<file path="src/rtl/fb_pkg.sv">
package fb_pkg;
  typedef enum logic [1:0] {RF_IDLE, RF_ADDR, RF_DATA} refill_state_e;
  localparam logic [1:0] AXI_BURST_INCR = 2'b01;
endpackage

</file>
<file path="src/rtl/fb_group_pipe.sv">
module fb_group_pipe #(
  parameter int unsigned DEPTH = 4,
  parameter int unsigned GRP_W = 6
) (
  input  logic             clk_i,
  input  logic             rst_ni,
  input  logic             in_valid_i,
  input  logic [GRP_W-1:0] in_grp_i,
  output logic [GRP_W-1:0] head_grp_o,
  output logic             tail_valid_o,
  output logic [GRP_W-1:0] tail_grp_o
);
  logic [DEPTH-1:0] vld_q;
  logic [GRP_W-1:0] grp_q [DEPTH];

  always_ff @(posedge clk_i or negedge rst_ni) begin
    if (!rst_ni) begin
      vld_q <= '0;
      for (int s = 0; s < DEPTH; s++) grp_q[s] <= '0;
    end else begin
      vld_q[0] <= in_valid_i;
      grp_q[0] <= in_grp_i;
      for (int s = 1; s < DEPTH; s++) begin
        vld_q[s] <= vld_q[s-1];
        grp_q[s] <= grp_q[s-1];
      end
    end
  end

  assign head_grp_o   = grp_q[0];
  assign tail_valid_o = vld_q[DEPTH-1];
  assign tail_grp_o   = grp_q[DEPTH-1];
endmodule

</file>
<file path="src/rtl/fb_icache.sv">
module fb_icache #(
  parameter int unsigned LINES      = 8,
  parameter int unsigned LINE_WORDS = 16,
  parameter int unsigned PC_W       = 30,
  parameter int unsigned DATA_W     = 32,
  localparam int unsigned OFF_W     = $clog2(LINE_WORDS),
  localparam int unsigned IDX_W     = $clog2(LINES),
  localparam int unsigned LINE_W    = PC_W - OFF_W
) (
  input  logic              clk_i,
  input  logic              rst_ni,
  input  logic              flush_i,
  input  logic [PC_W-1:0]   lk_pc_i,
  output logic              hit_o,
  output logic [DATA_W-1:0] data_o,
  input  logic              start_i,
  input  logic [LINE_W-1:0] start_line_i,
  input  logic [IDX_W-1:0]  fill_idx_i,
  input  logic              we_i,
  input  logic [OFF_W-1:0]  word_i,
  input  logic [DATA_W-1:0] wdata_i,
  input  logic              commit_i,
  output logic              ready_o
);
  localparam int unsigned TAG_W = LINE_W - IDX_W;

  logic [LINES-1:0]  valid_q;
  logic [TAG_W-1:0]  tag_q  [LINES];
  logic [DATA_W-1:0] data_q [LINES*LINE_WORDS];
  logic [IDX_W-1:0]  sweep_q;
  logic              init_done_q;

  logic [IDX_W-1:0] lk_idx, st_idx;
  logic [TAG_W-1:0] lk_tag, st_tag;

  assign lk_idx = lk_pc_i[OFF_W +: IDX_W];
  assign lk_tag = lk_pc_i[PC_W-1 -: TAG_W];
  assign st_idx = start_line_i[IDX_W-1:0];
  assign st_tag = start_line_i[LINE_W-1 -: TAG_W];

  // valid bits: post-reset sweep, flush, fill start/commit
  always_ff @(posedge clk_i or negedge rst_ni) begin
    if (!rst_ni) begin
      valid_q     <= '0;
      sweep_q     <= '0;
      init_done_q <= 1'b0;
    end else begin
      if (!init_done_q) begin
        valid_q[sweep_q] <= 1'b0;
        sweep_q          <= sweep_q + 1'b1;
        if (sweep_q == IDX_W'(LINES-1)) init_done_q <= 1'b1;
      end
      if (flush_i) begin
        valid_q <= '0;
      end else begin
        if (start_i)  valid_q[st_idx]     <= 1'b0;
        if (commit_i) valid_q[fill_idx_i] <= 1'b1;
      end
    end
  end

  always_ff @(posedge clk_i) begin
    if (start_i) tag_q[st_idx] <= st_tag;
    if (we_i)    data_q[{fill_idx_i, word_i}] <= wdata_i;
  end

  assign hit_o   = valid_q[lk_idx] && (tag_q[lk_idx] == lk_tag);
  assign data_o  = data_q[lk_pc_i[OFF_W+IDX_W-1:0]];
  assign ready_o = init_done_q;
endmodule

</file>
<file path="src/rtl/fb_refill.sv">
module fb_refill
  import fb_pkg::*;
#(
  parameter int unsigned PC_W       = 30,
  parameter int unsigned LINE_WORDS = 16,
  parameter int unsigned LINES      = 8,
  parameter int unsigned DATA_W     = 32,
  localparam int unsigned OFF_W     = $clog2(LINE_WORDS),
  localparam int unsigned IDX_W     = $clog2(LINES),
  localparam int unsigned LINE_W    = PC_W - OFF_W
) (
  input  logic              clk_i,
  input  logic              rst_ni,
  input  logic              flush_i,
  input  logic              miss_i,
  input  logic [LINE_W-1:0] miss_line_i,
  output logic              start_o,
  output logic [IDX_W-1:0]  fill_idx_o,
  output logic              we_o,
  output logic [OFF_W-1:0]  word_o,
  output logic              commit_o,
  output logic              ar_valid_o,
  input  logic              ar_ready_i,
  output logic [PC_W+1:0]   ar_addr_o,
  output logic [7:0]        ar_len_o,
  output logic [2:0]        ar_size_o,
  output logic [1:0]        ar_burst_o,
  input  logic              r_valid_i,
  output logic              r_ready_o,
  input  logic              r_last_i
);
  refill_state_e     state_q;
  logic [LINE_W-1:0] line_q;
  logic [OFF_W-1:0]  beat_q;
  logic              stale_q;
  logic              beat;

  assign start_o    = miss_i && (state_q == RF_IDLE);
  assign ar_valid_o = (state_q == RF_ADDR);
  assign ar_addr_o  = {line_q, (OFF_W+2)'(0)};
  assign ar_len_o   = 8'(LINE_WORDS - 1);
  assign ar_size_o  = 3'($clog2(DATA_W/8));
  assign ar_burst_o = AXI_BURST_INCR;
  assign r_ready_o  = (state_q == RF_DATA);
  assign beat       = r_valid_i && r_ready_o;
  assign we_o       = beat;
  assign word_o     = beat_q;
  assign fill_idx_o = line_q[IDX_W-1:0];
  // a flush seen during the burst leaves the line invalid
  assign commit_o   = beat && r_last_i && !stale_q && !flush_i;

  always_ff @(posedge clk_i or negedge rst_ni) begin
    if (!rst_ni) begin
      state_q <= RF_IDLE;
      line_q  <= '0;
      beat_q  <= '0;
      stale_q <= 1'b0;
    end else begin
      unique case (state_q)
        RF_IDLE: if (start_o) begin
          line_q  <= miss_line_i;
          stale_q <= 1'b0;
          state_q <= RF_ADDR;
        end
        RF_ADDR: begin
          if (flush_i) stale_q <= 1'b1;
          if (ar_ready_i) begin
            beat_q  <= '0;
            state_q <= RF_DATA;
          end
        end
        RF_DATA: begin
          if (flush_i) stale_q <= 1'b1;
          if (beat) begin
            beat_q <= beat_q + 1'b1;
            if (r_last_i) state_q <= RF_IDLE;
          end
        end
        default: state_q <= RF_IDLE;
      endcase
    end
  end
endmodule

</file>
<file path="src/rtl/shader_fetch_bind.sv">
module shader_fetch_bind #(
  parameter int unsigned GROUPS     = 64,
  parameter int unsigned PC_LAT     = 3,
  parameter int unsigned PC_W       = 30,
  parameter int unsigned DATA_W     = 32,
  parameter int unsigned LINES      = 8,
  parameter int unsigned LINE_WORDS = 16,
  localparam int unsigned GRP_W     = $clog2(GROUPS)
) (
  input  logic              clk_i,
  input  logic              rst_ni,
  input  logic              flush_i,
  input  logic              run_valid_i,
  input  logic [GRP_W-1:0]  run_grp_i,
  output logic              run_ready_o,
  output logic [GRP_W-1:0]  pc_grp_o,
  input  logic [PC_W-1:0]   pc_i,
  output logic              wave_valid_o,
  output logic [GRP_W-1:0]  wave_grp_o,
  output logic [DATA_W-1:0] wave_insn_o,
  output logic              wave_retry_o,
  output logic              ar_valid_o,
  input  logic              ar_ready_i,
  output logic [PC_W+1:0]   ar_addr_o,
  output logic [7:0]        ar_len_o,
  output logic [2:0]        ar_size_o,
  output logic [1:0]        ar_burst_o,
  input  logic              r_valid_i,
  output logic              r_ready_o,
  input  logic [DATA_W-1:0] r_data_i,
  input  logic              r_last_i
);
  localparam int unsigned OFF_W  = $clog2(LINE_WORDS);
  localparam int unsigned IDX_W  = $clog2(LINES);
  localparam int unsigned LINE_W = PC_W - OFF_W;

  logic              accept, lk_valid, hit, miss, start, we, commit;
  logic [GRP_W-1:0]  lk_grp;
  logic [DATA_W-1:0] lk_data;
  logic [IDX_W-1:0]  fill_idx;
  logic [OFF_W-1:0]  fill_word;

  assign accept = run_valid_i && run_ready_o;

  // one stage to the PC port, PC_LAT stages until the PC is back
  fb_group_pipe #(.DEPTH(PC_LAT+1), .GRP_W(GRP_W)) i_pipe (
    .clk_i, .rst_ni,
    .in_valid_i   (accept),
    .in_grp_i     (run_grp_i),
    .head_grp_o   (pc_grp_o),
    .tail_valid_o (lk_valid),
    .tail_grp_o   (lk_grp)
  );

  fb_icache #(.LINES(LINES), .LINE_WORDS(LINE_WORDS), .PC_W(PC_W), .DATA_W(DATA_W)) i_cache (
    .clk_i, .rst_ni, .flush_i,
    .lk_pc_i      (pc_i),
    .hit_o        (hit),
    .data_o       (lk_data),
    .start_i      (start),
    .start_line_i (pc_i[PC_W-1:OFF_W]),
    .fill_idx_i   (fill_idx),
    .we_i         (we),
    .word_i       (fill_word),
    .wdata_i      (r_data_i),
    .commit_i     (commit),
    .ready_o      (run_ready_o)
  );

  assign miss = lk_valid && !hit;

  fb_refill #(.PC_W(PC_W), .LINE_WORDS(LINE_WORDS), .LINES(LINES), .DATA_W(DATA_W)) i_refill (
    .clk_i, .rst_ni, .flush_i,
    .miss_i      (miss),
    .miss_line_i (pc_i[PC_W-1:OFF_W]),
    .start_o     (start),
    .fill_idx_o  (fill_idx),
    .we_o        (we),
    .word_o      (fill_word),
    .commit_o    (commit),
    .ar_valid_o, .ar_ready_i, .ar_addr_o, .ar_len_o, .ar_size_o, .ar_burst_o,
    .r_valid_i, .r_ready_o, .r_last_i
  );

  always_ff @(posedge clk_i or negedge rst_ni) begin
    if (!rst_ni) begin
      wave_valid_o <= 1'b0;
      wave_grp_o   <= '0;
      wave_insn_o  <= '0;
      wave_retry_o <= 1'b0;
    end else begin
      wave_valid_o <= lk_valid;
      wave_grp_o   <= lk_grp;
      wave_insn_o  <= lk_data;
      wave_retry_o <= miss;
    end
  end

  logic unused_line;
  assign unused_line = ^LINE_W;
endmodule

</file>
<file path="config.mk">
export PLATFORM = sky130hd
export DESIGN_NAME = shader_fetch_bind
export DESIGN_NICKNAME = d
export VERILOG_FILES = /design/src/rtl/fb_pkg.sv /design/src/rtl/fb_group_pipe.sv /design/src/rtl/fb_icache.sv /design/src/rtl/fb_refill.sv /design/src/rtl/shader_fetch_bind.sv
export SDC_FILE = /design/constraint.sdc
export NUM_CORES = 2
export LEC_CHECK = 0
export BUFFER_PORTS_ARGS = -buffer_cell sky130_fd_sc_hd__buf_2
export CAP_MARGIN = 20
export CORE_MARGIN = 1.5
export CORE_UTILIZATION = 60
export CTS_CLUSTER_DIAMETER = 150
export DETAILED_ROUTE_END_ITERATION = 8
export GPL_ROUTABILITY_DRIVEN = 0
export PLACE_DENSITY = 0.76
export SYNTH_ARGS = -nofsm -noshare
export SYNTH_HDL_FRONTEND = slang
export SYNTH_MEMORY_MAX_BITS = 65536
export SYNTH_SLANG_ARGS = --single-unit
</file>
<file path="constraint.sdc">
create_clock -name clk_i -period 11.7 [get_ports clk_i]
set_input_delay 1.755 -clock clk_i [delete_from_list [all_inputs] [get_ports clk_i]]
set_output_delay 1.755 -clock clk_i [all_outputs]
set_load 0.03 [all_outputs]
</file>
==> results.json <==
{
  "ys_seq_elements": 4393,
  "timing.hold.worst.class": "flip-flop to flip-flop",
  "post-route-util": 0.678,
  "grt_overflow_total": 0,
  "number_of_placed_instances_with_taps_included": 10400,
  "post-route-min-period_ns": 5.46,
  "hold_viol": 0,
  "share_of_the_synthesized_area_in_the_top_cell_type": 0.769,
  "critPathLaunchType": "input pin",
  "grt_pass1_wl_um": 631000,
  "finalCritPeriodShare": 0.467,
  "syn_area_per_cell_um2": 25.0,
  "setup_violations": 0,
  "fp.coreArea_um2": 277000,
  "drt_first_pass_iters": 6,
  "netlist.top_cell.by_area": "sky130_fd_sc_hd__edfxtp_1",
  "finish.cell_count_without_fillers": 11200,
  "vias_per_cell": 7.16,
  "final_net_count": 7212,
  "slew_violations": 0,
  "cts_resized": 0,
  "max_freq_ghz": 0.183,
  "final.setup.tns_ns": 0,
  "max_slew.worst_pin.slew_ns": 1.30,
  "post_synth_instance_area_um2": 167000,
  "dieArea_um2": 282000,
  "yosys_most_used_dff": "sky130_fd_sc_hd__edfxtp_1",
  "cts.repair_timing.setup_buffer_count": 0,
  "number_of_synthesized_flops_with_an_enable_pin": 4280,
  "cpMaxStageDelayCell": "sky130_fd_sc_hd__nor2b_1",
  "numCtsBuffers": 419,
  "run_status": "completed",
  "seqCellArea_um2": 131000,
  "placed_standard_cell_area_um2": 174000,
  "timing_worst_setup_path_type": "input pin to flip-flop",
  "synth.lib_cells_used.distinct": 60,
  "cp.required_ns": 12.32,
  "slew-limit-headroom": 0.131,
  "synth.yosys.warnings": 0,
  "cts_hold_buffers": 0,
  "drtIter0Drc": 14100,
  "timing.max_cap.violations": 0,
  "detail_route.wirelength_um": 453000,
  "grt_pass1_vias": 81000,
  "layout.cell_area.non_filler_um2": 188000,
  "dr_total_vias": 80200,
  "io_pins": 169,
  "starting_density_of_the_core": 0.604,
  "cp-end-kind": "flip-flop",
  "postRouteAntennaNets": 0,
  "cts_max_level": 5,
  "cts_tree": "done",
  "rows": 193,
  "detailed_place_hpwl_um": 224000,
  "critical_path.most_common_cell": "sky130_fd_sc_hd__buf_4",
  "grt_setup_unrepaired": "false",
  "clock_sink_count": 4393,
  "synth_sequential_area_ratio": 0.786,
  "cp_max_fo": 60,
  "multi_input_comb_area_um2": 35100,
  "worstPathCellList": "buf_2, buf_4, nor2b_1, a221oi_1, o22ai_1, xnor2_1, nand2_1, nor4_4, a211oi_4, buf_4, nand2_1, nor2_2, buf_4",
  "die_height_um": 531,
  "route.detailed.wl_per_inst_um": 40.5,
  "grt_antenna_before_repair": 60,
  "fillerInstances": 15600,
  "clk_pin_slew_worst_paths_ns": 0.06,
  "chipWidth_um": 531,
  "cts_max_path_buffers": 4,
  "synthTopCellsByArea": "sky130_fd_sc_hd__edfxtp_1, sky130_fd_sc_hd__mux4_2, sky130_fd_sc_hd__dfrtp_1",
  "drt_drc_violations_left": 0,
  "grt_max_degree": 129,
  "post_route_cells_drive_above_1_share": 0.338,
  "root_buffer_master": "sky130_fd_sc_hd__clkbuf_16",
  "clk_latency_ns": 1.00,
  "longest_individual_stage_delay_on_the_worst_path_ns": 0.81,
  "clock_skew_ns": 0.0871,
  "port_buffers": 149,
  "async_flop_share": 0.0257,
  "grt_use_total": 0.326,
  "arrival_ns": 6.08,
  "gate_count_post_synth": 6687,
  "peakVddDrop_mv": 0.155,
  "layout-area-overhead-vs-synth_pct": 12.3,
  "power.density_cell_area_nw_per_um2": 178,
  "leakage_nw": 58.6
}
[power by group]
part | internal [mW] | switching (mW) | leakage, nW | total, mW
sequential | 17.4 | 0.0967 | 39.8 | 17.5
clock | 7.65 | 6.01 | 6.68 | 13.7
combinational | 0.745 | 1.44 | 12.1 | 2.19
total | 25.8 | 7.55 | 58.6 | 33.4
[area by class of cell]
class	count	share of cell area
antenna	12	0.000160
timing repair buffer	375	0.0148
sequential	4393	0.700
tap	3705	0.0247
inverter	15	0.000327
clock inverter	250	0.0142
multi-input combinational	1926	0.187
clock buffer	521	0.0587
[through the flow]
stage | total power [mW] | hold slack [ns] | setup WS (ns)
2_1_floorplan | 19.0 | 0.331 | 6.55
3_3_place_gp | 19.9 | 0.332 | 5.00
3_5_place_dp | 19.9 | 0.335 | 5.01
4_1_cts | 33.4 | 0.315 | 5.95
5_1_grt | 34.0 | 0.316 | 6.17
6_report | 33.4 | 0.315 | 6.24
[routing by layer]
layer	routed length [µm]	GRT usage	share of wire	vias to the layer above
li1	-	-	-	29800
met2	219000	0.513	0.48	7026
met3	64500	0.0877	0.14	1123
met4	22700	0.137	0.050	38
met5	253	0	0.00056	-
met1	147000	0.438	0.33	42200
[worst max-delay path: cells and delay by family]
kind / cells / cell delay, ns
AOI/OAI and AO/OA: 3 / 1.21
xor gates and xnor gates: 1 / 0.12
buffers and inverters: 4 / 1.66
and+or+nand+nor: 5 / 1.26
[cell usage in the layout, fill, tap and decap left out, types with 8 or more instances in the layout]
master                          n
sky130_fd_sc_hd__nor2_1        16
sky130_fd_sc_hd__a21oi_1        8
sky130_fd_sc_hd__dfrtp_1      113
sky130_fd_sc_hd__bufinv_16     42
sky130_fd_sc_hd__mux4_2      1358
sky130_fd_sc_hd__mux2_2        16
sky130_fd_sc_hd__a221oi_1      11
sky130_fd_sc_hd__diode_2       12
sky130_fd_sc_hd__nand3_1       16
sky130_fd_sc_hd__o21ai_0        9
sky130_fd_sc_hd__and3_1         9
sky130_fd_sc_hd__o22ai_1       12
sky130_fd_sc_hd__buf_12        15
sky130_fd_sc_hd__clkinv_2      85
sky130_fd_sc_hd__clkbuf_1      89
sky130_fd_sc_hd__nor2_4       126
sky130_fd_sc_hd__inv_1         13
sky130_fd_sc_hd__clkinv_1      81
sky130_fd_sc_hd__xnor2_1       11
sky130_fd_sc_hd__clkinv_16      8
sky130_fd_sc_hd__edfxtp_1    4280
sky130_fd_sc_hd__mux2_4        23
sky130_fd_sc_hd__inv_16         8
sky130_fd_sc_hd__nand2_1      125
sky130_fd_sc_hd__clkbuf_16    421
sky130_fd_sc_hd__mux2i_1       47
sky130_fd_sc_hd__conb_1        19
sky130_fd_sc_hd__nor2b_1       10
sky130_fd_sc_hd__xor2_1         9
sky130_fd_sc_hd__clkbuf_8      10
sky130_fd_sc_hd__a22oi_1       16
sky130_fd_sc_hd__clkinvlp_4    10
sky130_fd_sc_hd__buf_4        243
sky130_fd_sc_hd__buf_2        110
[logic make-up (layout without fill, tap and decap cells)]
| group | Yosys count | after routing | synth area share |
|---|---|---|---|
| adders and majority gates | 7 | 7 | 0.000524 |
| DFF | 4393 | 4393 | 0.786 |
| and+or+nand+nor | 347 | 347 | 0.00890 |
| AOI/OAI and AO/OA | 87 | 87 | 0.00398 |
| muxes | 1446 | 1446 | 0.189 |
| other | 2 | 31 | 0.0000450 |
| buffers and inverters | 385 | 1161 | 0.0100 |
| xor gates and xnor gates | 20 | 20 | 0.00105 |
[synthesized netlist by cell type, types with 16 or more instances]
cell type                     n
sky130_fd_sc_hd__mux2_2      16
sky130_fd_sc_hd__buf_4       35
sky130_fd_sc_hd__edfxtp_1  4280
sky130_fd_sc_hd__buf_2       42
sky130_fd_sc_hd__mux4_2    1358
sky130_fd_sc_hd__a22oi_1     16
sky130_fd_sc_hd__nand3_1     18
sky130_fd_sc_hd__buf_1       50
sky130_fd_sc_hd__mux2i_1     47
sky130_fd_sc_hd__clkbuf_1   237
sky130_fd_sc_hd__dfrtp_1    113
sky130_fd_sc_hd__nor2_1     144
sky130_fd_sc_hd__mux2_4      23
sky130_fd_sc_hd__nand2_1    131
[path summary, 6_finish.rpt]
check | cells past startpoint | from | end | slack (ns)
worst min-delay path | 0 | i_pipe.vld_q[1]$_DFF_PN0_ | i_pipe.vld_q[2]$_DFF_PN0_ | 0.31
min in group asynchronous | 1 | rst_ni | i_refill.word_o[2]$_DFFE_PN0P_ | 0.77
worst max register to register | 5 | i_refill.line_q[0]$_DFFE_PN0P_ | i_cache.data_q[19][5]$_DFFE_PP_ | 7.51
worst min register to register | 0 | i_pipe.vld_q[1]$_DFF_PN0_ | i_pipe.vld_q[2]$_DFF_PN0_ | 0.31
max in group asynchronous | 3 | rst_ni | i_pipe.vld_q[0]$_DFF_PN0_ | 9.77
worst max-delay path | 13 | pc_i[5] | i_cache.tag_q[7][11]$_DFFE_PP_ | 6.24
[sequential cells by signal, indices dropped and copies added (netlist names), 2 cells and up]
name and cells:
i_cache.data_q 4096, i_cache.tag_q 184, wave_insn_o 32, i_refill.line_q 26, i_pipe.grp_q 12, i_cache.valid_q 8
i_pipe.head_grp_o 6, i_pipe.tail_grp_o 6, wave_grp_o 6, i_pipe.vld_q 4, i_refill.word_o 4, i_cache.sweep_q 3
i_refill.state_q 2
No activity file was read; power rests on OpenSTA's default activity.
